[src/rtl/dma_prog_pkg.sv]
package dma_prog_pkg;

  localparam int DW         = 8;
  localparam int NUM_BASE   = 6;
  localparam int NUM_PARAMS = 14;
  localparam int NUM_CMDS   = 16;
  localparam int NUM_RB_SRC = 7;
  localparam int MAX_CAND   = 4;

  typedef enum logic [2:0] {
    K_WR0  = 3'd0,
    K_WR1  = 3'd1,
    K_WR2  = 3'd2,
    K_WR3  = 3'd3,
    K_WR4  = 3'd4,
    K_WR5  = 3'd5,
    K_CMD  = 3'd6,
    K_NONE = 3'd7
  } base_kind_t;

  typedef enum logic [3:0] {
    P_A_LO    = 4'd0,
    P_A_HI    = 4'd1,
    P_LEN_LO  = 4'd2,
    P_LEN_HI  = 4'd3,
    P_TIM_A   = 4'd4,
    P_TIM_B   = 4'd5,
    P_MASK    = 4'd6,
    P_MATCH   = 4'd7,
    P_B_LO    = 4'd8,
    P_B_HI    = 4'd9,
    P_ICTL    = 4'd10,
    P_PULSE   = 4'd11,
    P_VEC     = 4'd12,
    P_RMASK   = 4'd13
  } param_id_t;

  // strobe bit positions on cmd_pulse
  localparam int C_RESET       = 0;
  localparam int C_RST_TIM_A   = 1;
  localparam int C_RST_TIM_B   = 2;
  localparam int C_CONTINUE    = 3;
  localparam int C_ENABLE      = 4;
  localparam int C_DISABLE     = 5;
  localparam int C_FORCE_RDY   = 6;
  localparam int C_INT_ON      = 7;
  localparam int C_INT_OFF     = 8;
  localparam int C_RST_INT_OFF = 9;
  localparam int C_RETI_EN     = 10;
  localparam int C_RD_STATUS   = 11;
  localparam int C_REINIT_STAT = 12;
  localparam int C_INIT_READ   = 13;
  localparam int C_RMASK_NEXT  = 14;
  localparam int C_LOAD        = 15;

  function automatic base_kind_t classify(input logic [DW-1:0] d);
    if      ((d & 8'h87) == 8'h00) return K_WR2;
    else if ((d & 8'h87) == 8'h04) return K_WR1;
    else if (d[7] == 1'b0)         return K_WR0;
    else if ((d & 8'h83) == 8'h80) return K_WR3;
    else if ((d & 8'h83) == 8'h81) return K_WR4;
    else if ((d & 8'hC7) == 8'h82) return K_WR5;
    else if ((d & 8'h83) == 8'h83) return K_CMD;
    else                           return K_NONE;
  endfunction

endpackage

[src/rtl/dma_cmd_decode.sv]
module dma_cmd_decode
  import dma_prog_pkg::*;
(
  input  logic                valid,
  input  logic [DW-1:0]       code,
  output logic [NUM_CMDS-1:0] hit
);

  always_comb begin
    hit = '0;
    if (valid) begin
      case (code)
        8'hC3: hit[C_RESET]       = 1'b1;
        8'hC7: hit[C_RST_TIM_A]   = 1'b1;
        8'hCB: hit[C_RST_TIM_B]   = 1'b1;
        8'hD3: hit[C_CONTINUE]    = 1'b1;
        8'h87: hit[C_ENABLE]      = 1'b1;
        8'h83: hit[C_DISABLE]     = 1'b1;
        8'hB3: hit[C_FORCE_RDY]   = 1'b1;
        8'hAB: hit[C_INT_ON]      = 1'b1;
        8'hAF: hit[C_INT_OFF]     = 1'b1;
        8'hA3: hit[C_RST_INT_OFF] = 1'b1;
        8'hB7: hit[C_RETI_EN]     = 1'b1;
        8'hBF: hit[C_RD_STATUS]   = 1'b1;
        8'h8B: hit[C_REINIT_STAT] = 1'b1;
        8'hA7: hit[C_INIT_READ]   = 1'b1;
        8'hBB: hit[C_RMASK_NEXT]  = 1'b1;
        8'hCF: hit[C_LOAD]        = 1'b1;
        default: hit = '0;
      endcase
    end
  end

endmodule

[src/rtl/dma_param_queue.sv]
module dma_param_queue
  import dma_prog_pkg::*;
#(
  parameter int Q_DEPTH = 6
) (
  input  logic          clk,
  input  logic          rst_n,
  input  logic          base_we,
  input  base_kind_t    kind,
  input  logic          rmask_cmd,
  input  logic          par_we,
  input  logic [DW-1:0] din,
  output logic          busy,
  output param_id_t     cur_id
);

  localparam int IW = (Q_DEPTH > 1) ? $clog2(Q_DEPTH) : 1;
  localparam int CW = $clog2(Q_DEPTH + 1);

  param_id_t         q_id_q [Q_DEPTH];
  param_id_t         q_id_d [Q_DEPTH];
  logic [CW-1:0]     cnt_q, cnt_d;
  logic [IW-1:0]     ptr_q, ptr_d;
  logic [MAX_CAND-1:0] cand_en;
  param_id_t         cand_id [MAX_CAND];
  logic              q_ce;
  logic              unused_din_bits;

  assign unused_din_bits = ^{din[7], din[5], din[1:0]};

  assign busy   = (cnt_q != '0);
  assign cur_id = q_id_q[ptr_q];
  assign q_ce   = base_we | (par_we & busy);

  // candidate follow-on registers selected by the flag bits of a base byte
  always_comb begin
    cand_en = '0;
    for (int i = 0; i < MAX_CAND; i++) cand_id[i] = P_A_LO;
    case (kind)
      K_WR0: begin
        cand_en    = {din[6], din[5], din[4], din[3]};
        cand_id[0] = P_A_LO;
        cand_id[1] = P_A_HI;
        cand_id[2] = P_LEN_LO;
        cand_id[3] = P_LEN_HI;
      end
      K_WR1: begin
        cand_en[0] = din[6];
        cand_id[0] = P_TIM_A;
      end
      K_WR2: begin
        cand_en[0] = din[6];
        cand_id[0] = P_TIM_B;
      end
      K_WR3: begin
        cand_en[1:0] = {din[4], din[3]};
        cand_id[0]   = P_MASK;
        cand_id[1]   = P_MATCH;
      end
      K_WR4: begin
        cand_en[2:0] = {din[4], din[3], din[2]};
        cand_id[0]   = P_B_LO;
        cand_id[1]   = P_B_HI;
        cand_id[2]   = P_ICTL;
      end
      K_CMD: begin
        cand_en[0] = rmask_cmd;
        cand_id[0] = P_RMASK;
      end
      default: cand_en = '0;
    endcase
  end

  always_comb begin
    int k;
    q_id_d = q_id_q;
    cnt_d  = cnt_q;
    ptr_d  = ptr_q;
    k      = 0;
    if (base_we) begin
      for (int i = 0; i < MAX_CAND; i++) begin
        if (cand_en[i] && (k < Q_DEPTH)) begin
          q_id_d[k] = cand_id[i];
          k++;
        end
      end
      cnt_d = CW'(k);
      ptr_d = '0;
    end else if (par_we && busy) begin
      k = int'(cnt_q);
      if (cur_id == P_ICTL) begin
        if (din[3] && (k < Q_DEPTH)) begin
          q_id_d[k] = P_PULSE;
          k++;
        end
        if (din[4] && (k < Q_DEPTH)) begin
          q_id_d[k] = P_VEC;
          k++;
        end
      end
      if ((int'(ptr_q) + 1) >= k) begin
        cnt_d = '0;
        ptr_d = '0;
      end else begin
        cnt_d = CW'(k);
        ptr_d = ptr_q + 1'b1;
      end
    end
  end

  always_ff @(posedge clk or negedge rst_n) begin
    if (!rst_n) begin
      cnt_q <= '0;
      ptr_q <= '0;
      for (int i = 0; i < Q_DEPTH; i++) q_id_q[i] <= P_A_LO;
    end else if (q_ce) begin
      cnt_q  <= cnt_d;
      ptr_q  <= ptr_d;
      q_id_q <= q_id_d;
    end
  end


  q_ptr_bound_chk: assert property (@(posedge clk) disable iff (!rst_n)
    busy |-> (int'(ptr_q) < int'(cnt_q)));


  q_drain_chk: assert property (@(posedge clk) disable iff (!rst_n)
    (par_we && busy && (int'(ptr_q) + 1 == int'(cnt_q)) && (cur_id != P_ICTL)) |=> !busy);

endmodule

[src/rtl/dma_readback.sv]
module dma_readback
  import dma_prog_pkg::*;
(
  input  logic                  clk,
  input  logic                  rst_n,
  input  logic [DW-1:0]         status_live,
  input  logic [15:0]           cnt_in,
  input  logic [15:0]           a_in,
  input  logic [15:0]           b_in,
  input  logic                  clr,
  input  logic                  ld_status,
  input  logic                  ld_mask,
  input  logic [NUM_RB_SRC-1:0] mask,
  input  logic                  rd_en,
  output logic [DW-1:0]         rd_data
);

  localparam int IW = $clog2(NUM_RB_SRC);
  localparam int CW = $clog2(NUM_RB_SRC + 1);

  logic [DW-1:0] src    [NUM_RB_SRC];
  logic [DW-1:0] buf_q  [NUM_RB_SRC];
  logic [DW-1:0] buf_d  [NUM_RB_SRC];
  logic [CW-1:0] cnt_q, cnt_d;
  logic [IW-1:0] ptr_q, ptr_d;
  logic          rb_ce;

  assign src[0] = status_live;
  assign src[1] = cnt_in[7:0];
  assign src[2] = cnt_in[15:8];
  assign src[3] = a_in[7:0];
  assign src[4] = a_in[15:8];
  assign src[5] = b_in[7:0];
  assign src[6] = b_in[15:8];

  assign rb_ce   = clr | ld_status | ld_mask | (rd_en & (cnt_q != '0));
  assign rd_data = (cnt_q == '0) ? status_live : buf_q[ptr_q];

  always_comb begin
    int k;
    buf_d = buf_q;
    cnt_d = cnt_q;
    ptr_d = ptr_q;
    k     = 0;
    if (clr) begin
      cnt_d = '0;
      ptr_d = '0;
    end else if (ld_status) begin
      buf_d[0] = status_live;
      cnt_d    = CW'(1);
      ptr_d    = '0;
    end else if (ld_mask) begin
      for (int i = 0; i < NUM_RB_SRC; i++) begin
        if (mask[i]) begin
          buf_d[k] = src[i];
          k++;
        end
      end
      cnt_d = CW'(k);
      ptr_d = '0;
    end else if (rd_en && (cnt_q != '0)) begin
      if ((int'(ptr_q) + 1) >= int'(cnt_q)) ptr_d = '0;
      else                                  ptr_d = ptr_q + 1'b1;
    end
  end

  always_ff @(posedge clk or negedge rst_n) begin
    if (!rst_n) begin
      cnt_q <= '0;
      ptr_q <= '0;
      for (int i = 0; i < NUM_RB_SRC; i++) buf_q[i] <= '0;
    end else if (rb_ce) begin
      cnt_q <= cnt_d;
      ptr_q <= ptr_d;
      buf_q <= buf_d;
    end
  end


  rb_ptr_bound_chk: assert property (@(posedge clk) disable iff (!rst_n)
    (cnt_q != '0) |-> (int'(ptr_q) < int'(cnt_q)));


  rb_status_load_chk: assert property (@(posedge clk) disable iff (!rst_n)
    (ld_status && !clr) |=> (rd_data == $past(status_live)));

endmodule

[src/rtl/dma_prog_port.sv]
module dma_prog_port
  import dma_prog_pkg::*;
(
  input  logic                clk,
  input  logic                rst_n,
  input  logic                wr_en,
  input  logic [7:0]          wr_data,
  input  logic                rd_en,
  output logic [7:0]          rd_data,
  input  logic                ready_in,
  input  logic                irq_pend_in,
  input  logic                match_hit_in,
  input  logic                end_blk_in,
  input  logic [15:0]         byte_cnt_in,
  input  logic [15:0]         addr_a_in,
  input  logic [15:0]         addr_b_in,
  output logic [7:0]          base_wr0,
  output logic [7:0]          base_wr1,
  output logic [7:0]          base_wr2,
  output logic [7:0]          base_wr3,
  output logic [7:0]          base_wr4,
  output logic [7:0]          base_wr5,
  output logic [15:0]         port_a_addr,
  output logic [15:0]         port_b_addr,
  output logic [15:0]         block_len,
  output logic [7:0]          timing_a,
  output logic [7:0]          timing_b,
  output logic [7:0]          mask_byte,
  output logic [7:0]          match_byte,
  output logic [7:0]          int_ctrl,
  output logic [7:0]          pulse_ctrl,
  output logic [7:0]          int_vector,
  output logic [7:0]          read_mask,
  output logic                dma_en,
  output logic [NUM_CMDS-1:0] cmd_pulse
);

  base_kind_t          kind;
  logic                busy;
  param_id_t           cur_id;
  logic                base_we, par_we, cmd_valid;
  logic [NUM_CMDS-1:0] cmd_hit;
  logic [DW-1:0]       preg_q [NUM_PARAMS];
  logic [DW-1:0]       preg_d [NUM_PARAMS];
  logic [DW-1:0]       base_q [NUM_BASE];
  logic [DW-1:0]       base_d [NUM_BASE];
  logic                en_q, en_d;
  logic [NUM_CMDS-1:0] cmdp_q;
  logic [DW-1:0]       status_live;
  logic                rmask_we, rb_ld_mask;
  logic [NUM_RB_SRC-1:0] rb_mask;
  logic                unused_mask_msb;

  assign kind      = classify(wr_data);
  assign base_we   = wr_en & ~busy;
  assign par_we    = wr_en & busy;
  assign cmd_valid = base_we & (kind == K_CMD);

  assign status_live = {2'b00, ~end_blk_in, ~match_hit_in, ~irq_pend_in,
                        1'b0, ~ready_in, 1'b0};

  dma_cmd_decode u_cmd_decode (
    .valid (cmd_valid),
    .code  (wr_data),
    .hit   (cmd_hit)
  );

  dma_param_queue #(
    .Q_DEPTH (6)
  ) u_param_queue (
    .clk       (clk),
    .rst_n     (rst_n),
    .base_we   (base_we),
    .kind      (kind),
    .rmask_cmd (cmd_hit[C_RMASK_NEXT]),
    .par_we    (par_we),
    .din       (wr_data),
    .busy      (busy),
    .cur_id    (cur_id)
  );

  // register file next state
  always_comb begin
    preg_d = preg_q;
    base_d = base_q;
    en_d   = en_q;
    if (par_we) preg_d[cur_id] = wr_data;
    if (cmd_hit[C_RST_TIM_A]) preg_d[P_TIM_A] = '0;
    if (cmd_hit[C_RST_TIM_B]) preg_d[P_TIM_B] = '0;
    if (base_we && (kind <= K_WR5)) base_d[int'(kind)] = wr_data;
    if (base_we && (kind == K_WR3)) en_d = wr_data[6];
    if (cmd_hit[C_ENABLE]) en_d = 1'b1;
    if (cmd_hit[C_DISABLE] || cmd_hit[C_RESET]) en_d = 1'b0;
  end

  always_ff @(posedge clk or negedge rst_n) begin
    if (!rst_n) begin
      for (int i = 0; i < NUM_PARAMS; i++) preg_q[i] <= '0;
      for (int i = 0; i < NUM_BASE; i++)   base_q[i] <= '0;
      en_q <= 1'b0;
    end else if (wr_en) begin
      preg_q <= preg_d;
      base_q <= base_d;
      en_q   <= en_d;
    end
  end

  always_ff @(posedge clk or negedge rst_n) begin
    if (!rst_n) cmdp_q <= '0;
    else        cmdp_q <= cmd_hit;
  end

  // read buffer loading
  assign rmask_we        = par_we & (cur_id == P_RMASK);
  assign rb_ld_mask      = rmask_we | cmd_hit[C_INIT_READ];
  assign rb_mask         = rmask_we ? wr_data[NUM_RB_SRC-1:0] : preg_q[P_RMASK][NUM_RB_SRC-1:0];
  assign unused_mask_msb = preg_q[P_RMASK][7];

  dma_readback u_readback (
    .clk         (clk),
    .rst_n       (rst_n),
    .status_live (status_live),
    .cnt_in      (byte_cnt_in),
    .a_in        (addr_a_in),
    .b_in        (addr_b_in),
    .clr         (cmd_hit[C_RESET]),
    .ld_status   (cmd_hit[C_RD_STATUS]),
    .ld_mask     (rb_ld_mask),
    .mask        (rb_mask),
    .rd_en       (rd_en),
    .rd_data     (rd_data)
  );

  // outputs
  assign base_wr0    = base_q[0];
  assign base_wr1    = base_q[1];
  assign base_wr2    = base_q[2];
  assign base_wr3    = base_q[3];
  assign base_wr4    = base_q[4];
  assign base_wr5    = base_q[5];
  assign port_a_addr = {preg_q[P_A_HI], preg_q[P_A_LO]};
  assign port_b_addr = {preg_q[P_B_HI], preg_q[P_B_LO]};
  assign block_len   = {preg_q[P_LEN_HI], preg_q[P_LEN_LO]};
  assign timing_a    = preg_q[P_TIM_A];
  assign timing_b    = preg_q[P_TIM_B];
  assign mask_byte   = preg_q[P_MASK];
  assign match_byte  = preg_q[P_MATCH];
  assign int_ctrl    = preg_q[P_ICTL];
  assign pulse_ctrl  = preg_q[P_PULSE];
  assign int_vector  = preg_q[P_VEC];
  assign read_mask   = preg_q[P_RMASK];
  assign dma_en      = en_q;
  assign cmd_pulse   = cmdp_q;


  cmd_onehot_chk: assert property (@(posedge clk) disable iff (!rst_n)
    $onehot0(cmd_pulse));


  dma_en_src_chk: assert property (@(posedge clk) disable iff (!rst_n)
    $rose(dma_en) |-> $past(wr_en));


  param_no_cmd_chk: assert property (@(posedge clk) disable iff (!rst_n)
    (wr_en && busy) |=> (cmd_pulse == '0));


  wr3_enable_chk: assert property (@(posedge clk) disable iff (!rst_n)
    (wr_en && !busy && (kind == K_WR3)) |=> (dma_en == $past(wr_data[6])));

endmodule

[config.mk]
export PLATFORM = sky130hd
export DESIGN_NAME = dma_prog_port
export DESIGN_NICKNAME = d
export VERILOG_FILES = /design/src/rtl/dma_prog_pkg.sv /design/src/rtl/dma_cmd_decode.sv /design/src/rtl/dma_param_queue.sv /design/src/rtl/dma_readback.sv /design/src/rtl/dma_prog_port.sv
export SDC_FILE = /design/constraint.sdc
export NUM_CORES = 1
export LEC_CHECK = 0
export ABC_AREA = 1
export BUFFER_PORTS_ARGS = -buffer_cell sky130_fd_sc_hd__buf_4
export CAP_MARGIN = 30
export CORE_ASPECT_RATIO = 1.5
export CORE_MARGIN = 2
export CORE_UTILIZATION = 38
export CTS_CLUSTER_DIAMETER = 120
export DETAILED_ROUTE_END_ITERATION = 16
export HOLD_SLACK_MARGIN = 0.15
export PLACE_DENSITY = 0.68
export SLEW_MARGIN = 20
export SYNTH_ARGS = -nofsm -noshare
export SYNTH_HDL_FRONTEND = slang
export SYNTH_SLANG_ARGS = --single-unit
[constraint.sdc]
create_clock -name clk -period 5.4 [get_ports clk]
set_input_delay 0.27 -clock clk [delete_from_list [all_inputs] [get_ports clk]]
set_output_delay 0.27 -clock clk [all_outputs]
set_load 0.005 [all_outputs]
==> metrics.md, run 1 <==
| Metric | Value |
|---|---|
| Filler cell count in the final layout | `4,201` |
| IO buf count | `between 200 and 250` |
| Final WS setup | `around 0.35 ns` |
| Crit path top cell by count | `nand2_1` |
| Starting DRT DRC Count | `1,598` |
| Die area | `between 0.04 and 0.05 mm²` |
| Mean Syn Cell Area | `7.12 µm²` |
| Max frequency | `around 0.20 GHz` |
| Clock transition at path regs | `approximately 0.070 ns` |
| Leakage | `~10 nW` |
| Cells after Synth | `about 2,200` |
| Worst Path Buf+Inv | `4` |
| Slowest cell on the critical path | `dfrtp_2` |
| Drt pass-1 iters | `5` |
| Worst slack at placement | `between 0.05 and 0.06 ns` |
| Dominant cell type by area after synthesis | `dfrtp_1` |
| Type of the worst setup path | `reg2reg` |
| CTS Buf Count | `28` |
| Dpl cell area | `between 0.015 and 0.02 mm²` |
| Max-slew violations | `0` |
| DPL Wire Length | `about 49 mm` |
| Vias in the first global route | `approximately 16,000` |
| Number of synthesized register bits | `between 200 and 300` |
| Status | `completed` |
| DRC | `0` |
| Max cap viols | `0` |
| Worst-Skew Late Latency | `between 0.5 and 0.6 ns` |
| Final setup vio count | `0` |
| CP Launch Type | `register` |
| Slew of the pin with the lowest slew margin | `0.954 ns` |
| Finished Layout Cells | `roughly 3,000` |
| Max VDD drop | `0.356 mV` |
| Share of cells above drive strength 1 | `between 10% and 20%` |
| Most frequent cell after synthesis | `nand2_1` |
| Final WL | `~66 mm` |
| Cell area after layout | `slightly below 0.02 mm²` |
| CP Data Required Time | `approximately 6 ns` |
| GRT Residual Overflow | `0` |
| Post-synth top flop | `dfrtp_1` |
| GRT Resource Usage Total | `between 30% and 40%` |
| Initial core utilization | `about two fifths` |
| CP max stage delay | `about 0.47 ns` |
| Num ports | `249` |
| Antenna cell count | `0` |
| Area of the core | `just over 0.04 mm²` |
| Pwr per Cell Area | `between 700 and 800 mW/mm²` |
| Largest net degree at the start of global routing | `about 150` |
| Post-route minimum period | `about 5 ns` |
| Synth cell count leaders | `nand2_1 (675), dfrtp_1 (269), nand3_1 (260)` |
| Critical path data arrival time | `roughly 5.6 ns` |
| Initial antenna violation count | `0` |
| Die height | `around 250 µm` |
| Crit path capture type | `register` |
| Post-synth ARST share | `100%` |
| Power Total | `14.8 mW` |
| Avg WL per Cell | `roughly 22 µm` |
| H-tree levels | `1` |
| Period Utilization, post-route | `roughly 94%` |
| Family with the most delay on the worst path | `simple AND/OR/NAND/NOR gates` |
| Largest cells by area after synthesis | `dfrtp_1 (43%), nand2_1 (16%), nand3_1 (8.3%)` |
| Fin. Hold Viols | `0` |
| Nets | `between 2,000 and 3,000` |
| CTS root buf | `clkbuf_16` |
| Rows | `91` |
| Gp weighted congestion | `~1.1` |
| P&R area growth vs syn | `23.0%` |
| Number of distinct library cells after synthesis | `47` |
| Cell Area, Synth | `around 0.016 mm²` |
| Synth Net Count | `2,288` |
| Hold Crit Class | `in2reg` |
| Synth top area share | `43.0%` |
| Die Width | `between 150 and 200 µm` |
| CTS tree | `yes` |
| Final ANT Viol Nets | `0` |
| DP Cell Count | `2,910` |
| Clock Skew | `0.0300 ns` |
| Slew margin rel. | `about 36%` |
| CP max FO | `16` |
| Clock Path Buffers | `3` |
| Via/cell ratio | `5.53` |
| Sequential share of the synthesized area | `between 40 and 50%` |
| Global-route wire length before repair | `slightly below 100 mm` |
| DR vias | `between 15,000 and 20,000` |
| Post-synth EDFFs | `0` |
| Clk sinks | `about 270` |
| Synth warn | `0` |
repair_timing:
item,in CTS,in global routing
gates resized for setup,0,8
setup buffers,0,7
hold buffers,18,0
endpoints found under the hold margin,143,0
setup endpoints to repair,0,58
routing by layer:
metal | track usage (%) | up-vias | part of all wire, %
met4 | 23.5 | 0 | 9.2
li1 | - | 7688 | -
met2 | 51.8 | 806 | 49
met5 | 0 | - | 0
met1 | 33.5 | 7797 | 35
met3 | 4.01 | 243 | 7.0
sequential cells by signal, summed over array words and instances (netlist names), 16 cells and up:
name,cells
port_b_addr,16
block_len,16
cmd_pulse,16
port_a_addr,16
u_param_queue.q_id_q,24
u_readback.buf_q,56
through the flow:
stage | hold slack, ns | setup TNS (ns) | utilization (%)
floorplan | -0.0256 | 0 | -
global placement | 0.442 | 0 | 44.1
detailed placement | 0.448 | 0 | 44.2
CTS | 0.156 | 0 | 46.9
global route | 0.180 | -0.0814 | 47.2
finish | 0.166 | 0 | 47.2
cells in the final DEF (no fill, tap or decap), types with 4 or more instances in the layout:
cell / n
nand2_1: 672
buf_4: 281
dfrtp_1: 267
nand3_1: 259
inv_1: 245
o21ai_0: 201
nor2_1: 129
a21oi_1: 87
o22ai_1: 36
o211ai_1: 31
clkbuf_16: 29
o21ai_1: 27
ha_1: 21
dlygate4sd3_1: 18
inv_2: 17
nor3_1: 16
nand4_1: 16
nand2_2: 15
nand3_2: 8
nand2_4: 7
or2_2: 7
clkinv_1: 7
nor2_4: 7
nor2_2: 5
a31oi_1: 5
clkinv_2: 5
clkbuf_1: 5
clkinv_4: 4
path summary, 6_finish.rpt:
check                                                         to                               start  slack [ns]  cells past startpoint
worst max register to register  u_readback.buf_q[31]$_DFFE_PN0P_  u_param_queue.ptr_q[0]$_DFFE_PN0P_        0.35                     30
worst max-delay path            u_readback.buf_q[31]$_DFFE_PN0P_  u_param_queue.ptr_q[0]$_DFFE_PN0P_        0.35                     30
worst min-delay path            u_readback.buf_q[20]$_DFFE_PN0P_                        addr_b_in[4]        0.17                      5
worst min register to register           base_wr1[2]$_DFFE_PN0P_             base_wr1[2]$_DFFE_PN0P_        0.47                      1
max in group asynchronous                base_wr4[1]$_DFFE_PN0P_                               rst_n        3.58                      3
min in group asynchronous                base_wr5[0]$_DFFE_PN0P_                               rst_n        0.42                      2
report_power, final:
| group | switching [mW] | internal, mW | leakage, nW |
|---|---|---|---|
| combinational | 6.22 | 3.16 | 6.26 |
| clock | 0.861 | 1.13 | 0.454 |
| sequential | 0.654 | 2.82 | 3.39 |
layout make-up:
class	instances	area, µm²	share of cell area (%)
clock buffers	37	786	4.08
clock inverters	15	151	0.785
inverters	269	1010	5.24
multi-input cells	1584	7590	39.4
flip-flops and latches	269	6730	34.9
well taps	511	639	3.32
repair buffers	304	2370	12.3
logic make-up (layout without fill, tap and decap cells):
family | count (synthesis) | in the layout | share of synthesized area [%]
AOI/OAI and AO/OA | 405 | 405 | 14.3
xor gates and xnor gates | 4 | 4 | 0.224
adders and majority gates | 22 | 22 | 1.80
buffers and inverters | 350 | 625 | 8.86
DFF | 269 | 269 | 43.0
other | 1 | 1 | 0.0239
and+or+nand+nor | 1151 | 1152 | 31.8
worst min-delay path, cell delays in order:
cell	delay, ns
buf_4	0.18
nand2_1	0.08
nand3_1	0.08
nand2_1	0.06
nand2_1	0.04
Note: power is estimated with default switching activity, not from simulation.
==> run 2: changes to the inputs <==
Settings changed: CORE_ASPECT_RATIO 1.5 to default.
==> run 2 against run 1 <==
Flip-flop and latch count unchanged. Count of clock-buffer cells in the layout up 5. First-iteration DRC count up 16%. Combinational power down 0.9%. Clock power up 4%. Critical path type unchanged. Highest routed layer unchanged. Final cell count up 0.77%.
==> metrics.md, run 2 (synthesis results as in run 1) <==
| Metric | Value |
|---|---|
| CP Data Required Time | `5.88 ns (-0.02 ns)` |
| Slowest cell on the critical path | `nor2_2` |
| Fin. Hold Viols | `0 (unchanged)` |
| Worst-Skew Late Latency | `0.60 ns (+0.03 ns)` |
| Clock transition at path regs | `0.07 ns (about the same)` |
| Post-route minimum period | `5.06 ns (+0.00917 ns)` |
| Via/cell ratio | `5.50 (-0.64%)` |
| Final setup vio count | `0 (unchanged)` |
| DRC | `0 (unchanged)` |
| Setup slack, reg-to-reg | `0.34 ns (about the same)` |
| Hold Path Depth | `7 (+2)` |
| DPL Wire Length | `46.3 mm (-6.0%)` |
| Final WS setup | `0.337 ns (-0.00917 ns)` |
| Die area | `0.0429 mm² (about the same)` |
| Crit path capture type | `register` |
| Slew margin rel. | `37.4% (+0.93 points)` |
| Max VDD drop | `0.521 mV (+46%)` |
| Clk sinks | `269 (unchanged)` |
| RSZ-0062 raised after global routing | `no` |
| Max cap viols | `0 (unchanged)` |
| Area of the core | `0.0407 mm² (-0.33%)` |
| Psw | `7.68 mW (-0.76%)` |
| Max-slew violations | `0 (unchanged)` |
| Num ports | `249 (unchanged)` |
| Max reg flops | `56 (unchanged)` |
| Hold Crit Class | `in2reg` |
| Type of the worst setup path | `reg2reg` |
| R2r worst-path depth | `32 (+6.7%)` |
| Clock Skew | `0.0306 ns (+0.000620 ns)` |
| Worst hold endpoint | `u_readback.buf_q[27]$_DFFE_PN0P_` |
| Int Pwr | `7.13 mW (+0.39%)` |
| H-tree levels | `1 (unchanged)` |
| Comb pwr share | `62.8% (-0.4 points)` |
| Rows | `74 (-19%)` |
| Biggest register | `u_readback.buf_q` |
| IO buf count | `248 (unchanged)` |
| Avg WL per Cell | `20.8 µm (-5.5%)` |
| Die height | `207 µm (-18%)` |
| Final setup TNS | `0 ns (unchanged)` |
| Starting DRT DRC Count | `1,851 (+16%)` |
| Die Width | `207 µm (+22%)` |
| Final WL | `62.7 mm (-4.7%)` |
| CP max stage delay | `0.59 ns (+0.12 ns)` |
| Share of cells above drive strength 1 | `16.4% (-0.21 points)` |
| CTS Buf Count | `30 (+7.1%)` |
| Largest net degree at the start of global routing | `108 (-29%)` |
| P&R area growth vs syn | `23.7%` |
| Crit path top cell by count | `nand2_1` |
| GRT Residual Overflow | `0 (unchanged)` |
| Vias in the first global route | `15,400 (-3.5%)` |
| Largest regs | `u_readback.buf_q: 56 flops, u_param_queue.q_id_q: 24 flops` |
| Most common cell after layout, fill and taps aside | `nand2_1` |
| Drt pass-1 iters | `6 (+1)` |
| Slew of the pin with the lowest slew margin | `0.939 ns (-0.0149 ns)` |
| Filler cell count in the final layout | `4,096 (-2.5%)` |
| Critical path data arrival time | `5.54 ns (about the same)` |
| Sequential share of power | `23.3% (about the same)` |
| Global-route wire length before repair | `94.2 mm (-3.4%)` |
| Status | `completed` |
| Commonest cells after routing, fill and taps aside | `nand2_1 (674), buf_4 (279), dfrtp_1 (268)` |
| CTS tree | `yes` |
| Reg-to-reg startpoint | `u_param_queue.ptr_q[0]$_DFFE_PN0P_` |
| GRT Resource Usage Total | `28.2% (-1.9 points)` |
| CTS root buf | `clkbuf_16` |
| Clock share of power | `13.9% (+0.5 points)` |
| Final ANT Viol Nets | `0 (unchanged)` |
| Worst slack at placement | `0.0946 ns (+0.0360 ns)` |
| HP Start | `addr_a_in[11]` |
| Sw frac | `51.8% (-0.29 points)` |
| Initial antenna violation count | `1 (+1)` |
| Reg-to-reg critical path endpoint | `u_readback.buf_q[19]$_DFFE_PN0P_` |
| Pwr per Cell Area | `764 mW/mm² (-0.75%)` |
| Initial core utilization | `38.5% (+0.13 points)` |
| Period Utilization, post-route | `93.8% (+0.17 points)` |
| Nets | `2,546 (+0.16%)` |
| Clock Path Buffers | `3 (unchanged)` |
| Gp weighted congestion | `0.967 (-11%)` |
| CP max FO | `16 (unchanged)` |
| CP Launch Type | `register` |
| DR vias | `16,600 (+0.12%)` |
| Leakage | `10.1 nW (+0.37%)` |
| Max frequency | `0.198 GHz (-0.18%)` |
[run 2: worst max-delay path by stage]
| stage | startpoint | endpoint | slack [ns] | cells after the start |
|---|---|---|---|---|
| floorplan | u_param_queue.ptr_q[0]$_DFFE_PN0P_ | u_readback.buf_q[21]$_DFFE_PN0P_ | 0.82 | 32 |
| global placement | u_param_queue.ptr_q[0]$_DFFE_PN0P_ | u_readback.buf_q[19]$_DFFE_PN0P_ | 0.31 | 29 |
| detailed placement | u_param_queue.cnt_q[1]$_DFFE_PN0P_ | u_readback.buf_q[20]$_DFFE_PN0P_ | 0.09 | 28 |
| CTS | u_param_queue.cnt_q[1]$_DFFE_PN0P_ | u_readback.buf_q[20]$_DFFE_PN0P_ | 0.04 | 28 |
| global route | u_param_queue.ptr_q[0]$_DFFE_PN0P_ | u_readback.buf_q[40]$_DFFE_PN0P_ | 0.05 | 30 |
| finish | u_param_queue.ptr_q[0]$_DFFE_PN0P_ | u_readback.buf_q[19]$_DFFE_PN0P_ | 0.34 | 32 |
[run 2: power groups by stage]
stage	sequential [mW]	combinational, mW	clock [mW]
3_5_place_dp	3.45	8.82	0
2_1_floorplan	3.30	5.67	0
3_3_place_gp	3.43	8.74	0
4_1_cts	3.43	8.86	2.08
5_1_grt	3.52	10.1	2.17
6_report	3.45	9.30	2.06
[run 2: routing by layer]
layer	vias to the layer above	track usage (%)	routed length [µm]
met5	-	0	0
met4	0	12.2	3130
met3	180	5.34	5390
met2	854	44.5	28400
met1	7840	37.9	25800
li1	7680	-	-
[run 2: stage by stage]
step | total power, mW | std cells | hold WS [ns] | util (%) | area [µm²]
floorplan | 8.97 | 2202 | -0.0256 | - | 15700
global placement | 12.2 | 2931 | 0.324 | 44.4 | 18100
detailed placement | 12.3 | 2932 | 0.329 | 44.4 | 18100
CTS | 14.4 | 3005 | 0.156 | 47.3 | 19300
global route | 15.8 | 3012 | 0.216 | 47.6 | 19400
finish | 14.8 | 3012 | 0.181 | 47.6 | 19400
[run 2: area by class of cell]
cell class | count | area [µm²] | share of cell area (%)
Antenna cell | 1 | 2.50 | 0.0129
Clock buffer | 42 | 876 | 4.52
Clock inverter | 9 | 104 | 0.536
Inverter | 269 | 1010 | 5.21
Multi-Input combinational cell | 1584 | 7580 | 39.1
Sequential cell | 269 | 6730 | 34.7
Tap cell | 532 | 666 | 3.43
Timing Repair Buffer | 306 | 2410 | 12.4
[run 2: critical path, delay by kind of cell, from the launching register on]
| kind | cells | cell delay (ns) |
|---|---|---|
| AND/OR/NAND/NOR | 24 | 3.46 |
| flip-flops | 1 | 0.45 |
| adder cells (fa/ha/maj) | 2 | 0.46 |
| buffers and inverters | 6 | 0.59 |
[run 2: what timing repair did]
item | 4_1_cts | 5_1_grt
gates resized for setup | 0 | 5
endpoints found under the setup margin | 0 | 36
setup buffers | 0 | 4
endpoints found under the hold margin | 128 | 0
hold buffers | 22 | 0
==> run 3: changes to the inputs <==
Settings changed: ABC_AREA 1 to default, ABC_CLOCK_PERIOD_IN_PS from default to 5400, MAX_ROUTING_LAYER from default to met4.
==> run 3 against run 2 <==
Synthesized cell count fell by 25%. Critical path depth fell by 6. Largest cell class unchanged. Sequential share of layout area fell by 2.8 points. Non-clock buffer count rose by 78. Hold slack got worse by 0.0081 ns.
==> metrics.md, run 3 <==
| Metric | Value |
|---|---|
| Status | `completed` |
| Synth top area share | `41.6% (-1.3 points)` |
| Most frequent cell after synthesis | `dfrtp_1` |
| R2r worst-path depth | `26 (-19%)` |
| CTS root buf | `clkbuf_16` |
| Reg-to-reg startpoint | `u_param_queue.ptr_q[0]$_DFFE_PN0P_` |
| Post-synth top flop | `dfrtp_1` |
| Largest net degree at the start of global routing | `150 (+39%)` |
| Crit. Startpoint | `u_param_queue.ptr_q[0]$_DFFE_PN0P_` |
| Die Width | `210 µm (+1.5%)` |
| Num ports | `249 (unchanged)` |
| Clk sinks | `269 (unchanged)` |
| Final WS setup | `0.136 ns (-0.202 ns)` |
| Mean Syn Cell Area | `9.81 µm² (+38%)` |
| IO buf count | `248 (unchanged)` |
| Global-route wire length before repair | `92.1 mm (-2.3%)` |
| Worst setup path endpoint | `u_readback.buf_q[53]$_DFFE_PN0P_` |
| Nets | `2,040 (-20%)` |
| Number of synthesized register bits | `269 (unchanged)` |
| Int Pwr | `5.91 mW (-17%)` |
| DRC | `0 (unchanged)` |
| Post-synth ARST share | `100% (unchanged)` |
| Largest cells by area after synthesis | `dfrtp_1 (42%), mux2_2 (9.3%), mux2i_1 (4.6%)` |
| P&R area growth vs syn | `30.4%` |
| Power Total | `9.21 mW (-38%)` |
| Slew margin rel. | `30.0% (-7.4 points)` |
| Cells after Synth | `1,648 (-25%)` |
| Hold Crit Class | `in2reg` |
| Register area | `0.00673 mm² (unchanged)` |
| Max frequency | `0.190 GHz (-3.8%)` |
| Most common cell after layout, fill and taps aside | `buf_4` |
| Number of distinct library cells after synthesis | `93 (+98%)` |
| Final setup vio count | `0 (unchanged)` |
| Psw | `3.31 mW (-57%)` |
| GRT Resource Usage Total | `28.0% (-0.21 points)` |
| Post-route minimum period | `5.26 ns (+0.202 ns)` |
| DP Cell Count | `2,414 (-18%)` |
| Synth cell count leaders | `dfrtp_1 (269), nand2_1 (149), nor2_1 (148)` |
| Max-slew violations | `0 (unchanged)` |
| Synth Net Count | `1,734 (-24%)` |
| Multi-input gate area | `0.00934 mm² (+23%)` |
| Cell Area, Synth | `0.0162 mm² (+3.2%)` |
| Finished Layout Cells | `2,517 (-16%)` |
| Biggest register | `u_readback.buf_q` |
| Max VDD drop | `0.404 mV (-23%)` |
| Sequential share of the synthesized area | `41.6% (-1.3 points)` |
| Drt pass-1 iters | `6 (unchanged)` |
| Final setup TNS | `0 ns (unchanged)` |
| Via/cell ratio | `6.05 (+10%)` |
| Initial core utilization | `38.5% (+0.074 points)` |
| RSZ-0062 raised after global routing | `yes` |
| Worst slack at placement | `-0.103 ns (-0.198 ns)` |
| DR vias | `15,200 (-8.0%)` |
| Commonest cells after routing, fill and taps aside | `buf_4 (337), dfrtp_1 (268), nand2_1 (147)` |
| Area of the core | `0.0419 mm² (+3.0%)` |
| Vias in the first global route | `14,700 (-4.5%)` |
| Synth warn | `0 (unchanged)` |
| Reg-to-reg critical path endpoint | `u_readback.buf_q[53]$_DFFE_PN0P_` |
| Final ANT Viol Nets | `0 (unchanged)` |
| Die height | `210 µm (+1.5%)` |
| CTS Buf Count | `31 (+3.3%)` |
| Share of cells above drive strength 1 | `34.4% (+18 points)` |
| Final WL | `61.6 mm (-1.7%)` |
| Fin util | `50.3% (+2.7 points)` |
| CP Launch Type | `register` |
| Dominant cell type by area after synthesis | `dfrtp_1` |
| Type of the worst setup path | `reg2reg` |
| CP max FO | `8 (-8)` |
| Period Utilization, post-route | `97.5% (+3.7 points)` |
| Max cap viols | `0 (unchanged)` |
| Rows | `75 (+1.4%)` |
| Filler cell count in the final layout | `3,701 (-9.6%)` |
| Clock Path Buffers | `3 (unchanged)` |
| Antenna cell count | `0 (-1)` |
| Avg WL per Cell | `24.5 µm (+18%)` |
| CP Data Required Time | `5.90 ns (+0.02 ns)` |
| Slew of the pin with the lowest slew margin | `1.05 ns (+0.111 ns)` |
| Clock Skew | `0.0150 ns (-0.0156 ns)` |
| Post-synth EDFFs | `0 (unchanged)` |
| Starting DRT DRC Count | `1,574 (-15%)` |
| Crit path capture type | `register` |
| Critical path data arrival time | `5.77 ns (+0.23 ns)` |
| Final hold slack | `0.173 ns (-0.00815 ns)` |
| Gp weighted congestion | `1.05 (+8.8%)` |
| Sw frac | `35.9% (-16 points)` |
| Fin. Hold Viols | `0 (unchanged)` |
| CTS tree | `yes` |
| Clock share of power | `24.5% (+11 points)` |
| Setup slack, reg-to-reg | `0.14 ns (-0.20 ns)` |
| Worst-Skew Late Latency | `0.60 ns (about the same)` |
| Clock transition at path regs | `0.06 ns (about the same)` |
| Sequential share of power | `33.4% (+10 points)` |
| Largest regs | `u_readback.buf_q: 56 flops, u_param_queue.q_id_q: 24 flops` |
| Pwr per Cell Area | `437 mW/mm² (-43%)` |
| Leakage | `9.39 nW (-7.4%)` |
| Die area | `0.0442 mm² (+3.1%)` |
| Initial antenna violation count | `0 (-1)` |
| DPL Wire Length | `44.4 mm (-4.2%)` |
| Max reg flops | `56 (unchanged)` |
| Cell area after layout | `0.0211 mm² (+8.8%)` |
| H-tree levels | `1 (unchanged)` |
| GRT Residual Overflow | `0 (unchanged)` |
| Comb pwr share | `42.1% (-21 points)` |
| Dpl cell area | `0.0191 mm² (+5.4%)` |
==> run 3: cell count changes in the layout (fill, tap and decap cells not counted), sizes merged, moves of 21 or more <==
cell   delta
o21ai   -136
o31ai    +21
mux2    +133
nand3   -234
and2     +46
inv     -205
o22ai    -23
nand2   -547
mux2i    +83
buf      +63
==> run 3: area by class of cell <==
class,instances,area share [%]
well taps,539,3.20
inverters,54,0.973
repair buffers,384,14.4
multi-input cells,1214,44.3
flip-flops and latches,269,31.9
clock buffers,37,3.98
clock inverters,20,1.21
==> run 3: logic make-up after synthesis <==
group	after synthesis	synth area share, %
flip-flops	269	41.6
adder cells (fa/ha/maj)	24	1.87
other	1	0.0232
XOR/XNOR	29	1.74
multiplexers	228	16.4
AND/OR/NAND/NOR	495	14.6
buffers and inverters	165	4.37
AO/OA/AOI/OAI	437	19.3
==> run 3: critical path, cell delays in order, from the launching register on <==
cell	delay, ns
dfrtp_2	0.45
mux4_2	0.53
and3_4	0.21
o221ai_4	0.27
mux2i_4	0.32
inv_4	0.05
ha_4	0.26
xor2_2	0.17
xnor2_1	0.23
nand2_1	0.11
a21oi_2	0.17
a21oi_2	0.05
ha_1	0.31
inv_2	0.06
nand2_1	0.07
o21ai_1	0.07
mux2i_1	0.20
ha_2	0.22
nand2_1	0.09
xnor2_2	0.20
xnor2_2	0.14
o21ai_2	0.10
buf_12	0.15
nor2b_4	0.12
buf_6	0.16
a21o_4	0.26
o31ai_4	0.18
==> run 3: what timing repair did <==
action | CTS | global route
buffers inserted | 1 | 7
endpoints found under the setup margin | 31 | 56
gates cloned | 0 | 0
pin swaps | 5 | 29
hold buffers | 37 | 0
endpoints found under the hold margin | 128 | 0
gates resized for setup | 8 | 85
==> run 3: routing by layer <==
layer / up-vias / global-route usage, % / wire, µm
met3: 148 / 6.94 / 6890
met2: 874 / 41.7 / 27400
met4: 0 / 9.83 / 2300
met5: - / - / 0
met1: 7490 / 37.1 / 25000
li1: 6712 / - / -
==> run 3: power by group through the flow <==
stage	logic [mW]	registers (mW)	clock network (mW)
4_1_cts	3.73	3.06	2.29
5_1_grt	4.19	3.14	2.38
3_3_place_gp	3.61	3.04	0
6_report	3.88	3.08	2.26
2_1_floorplan	2.09	2.98	0
3_5_place_dp	3.68	3.08	0
==> run 3: how the worst min path moves through the flow <==
stage / from / endpoint / slack (ns) / cells past startpoint
floorplan: rst_n / base_wr0[0]$_DFFE_PN0P_ / -0.03 / 0
global placement: rst_n / u_readback.buf_q[16]$_DFFE_PN0P_ / 0.24 / 1
detailed placement: rst_n / u_readback.buf_q[22]$_DFFE_PN0P_ / 0.24 / 1
CTS: addr_a_in[5] / u_readback.buf_q[45]$_DFFE_PN0P_ / 0.15 / 4
global route: addr_a_in[5] / u_readback.buf_q[45]$_DFFE_PN0P_ / 0.18 / 4
finish: addr_a_in[5] / u_readback.buf_q[45]$_DFFE_PN0P_ / 0.17 / 4
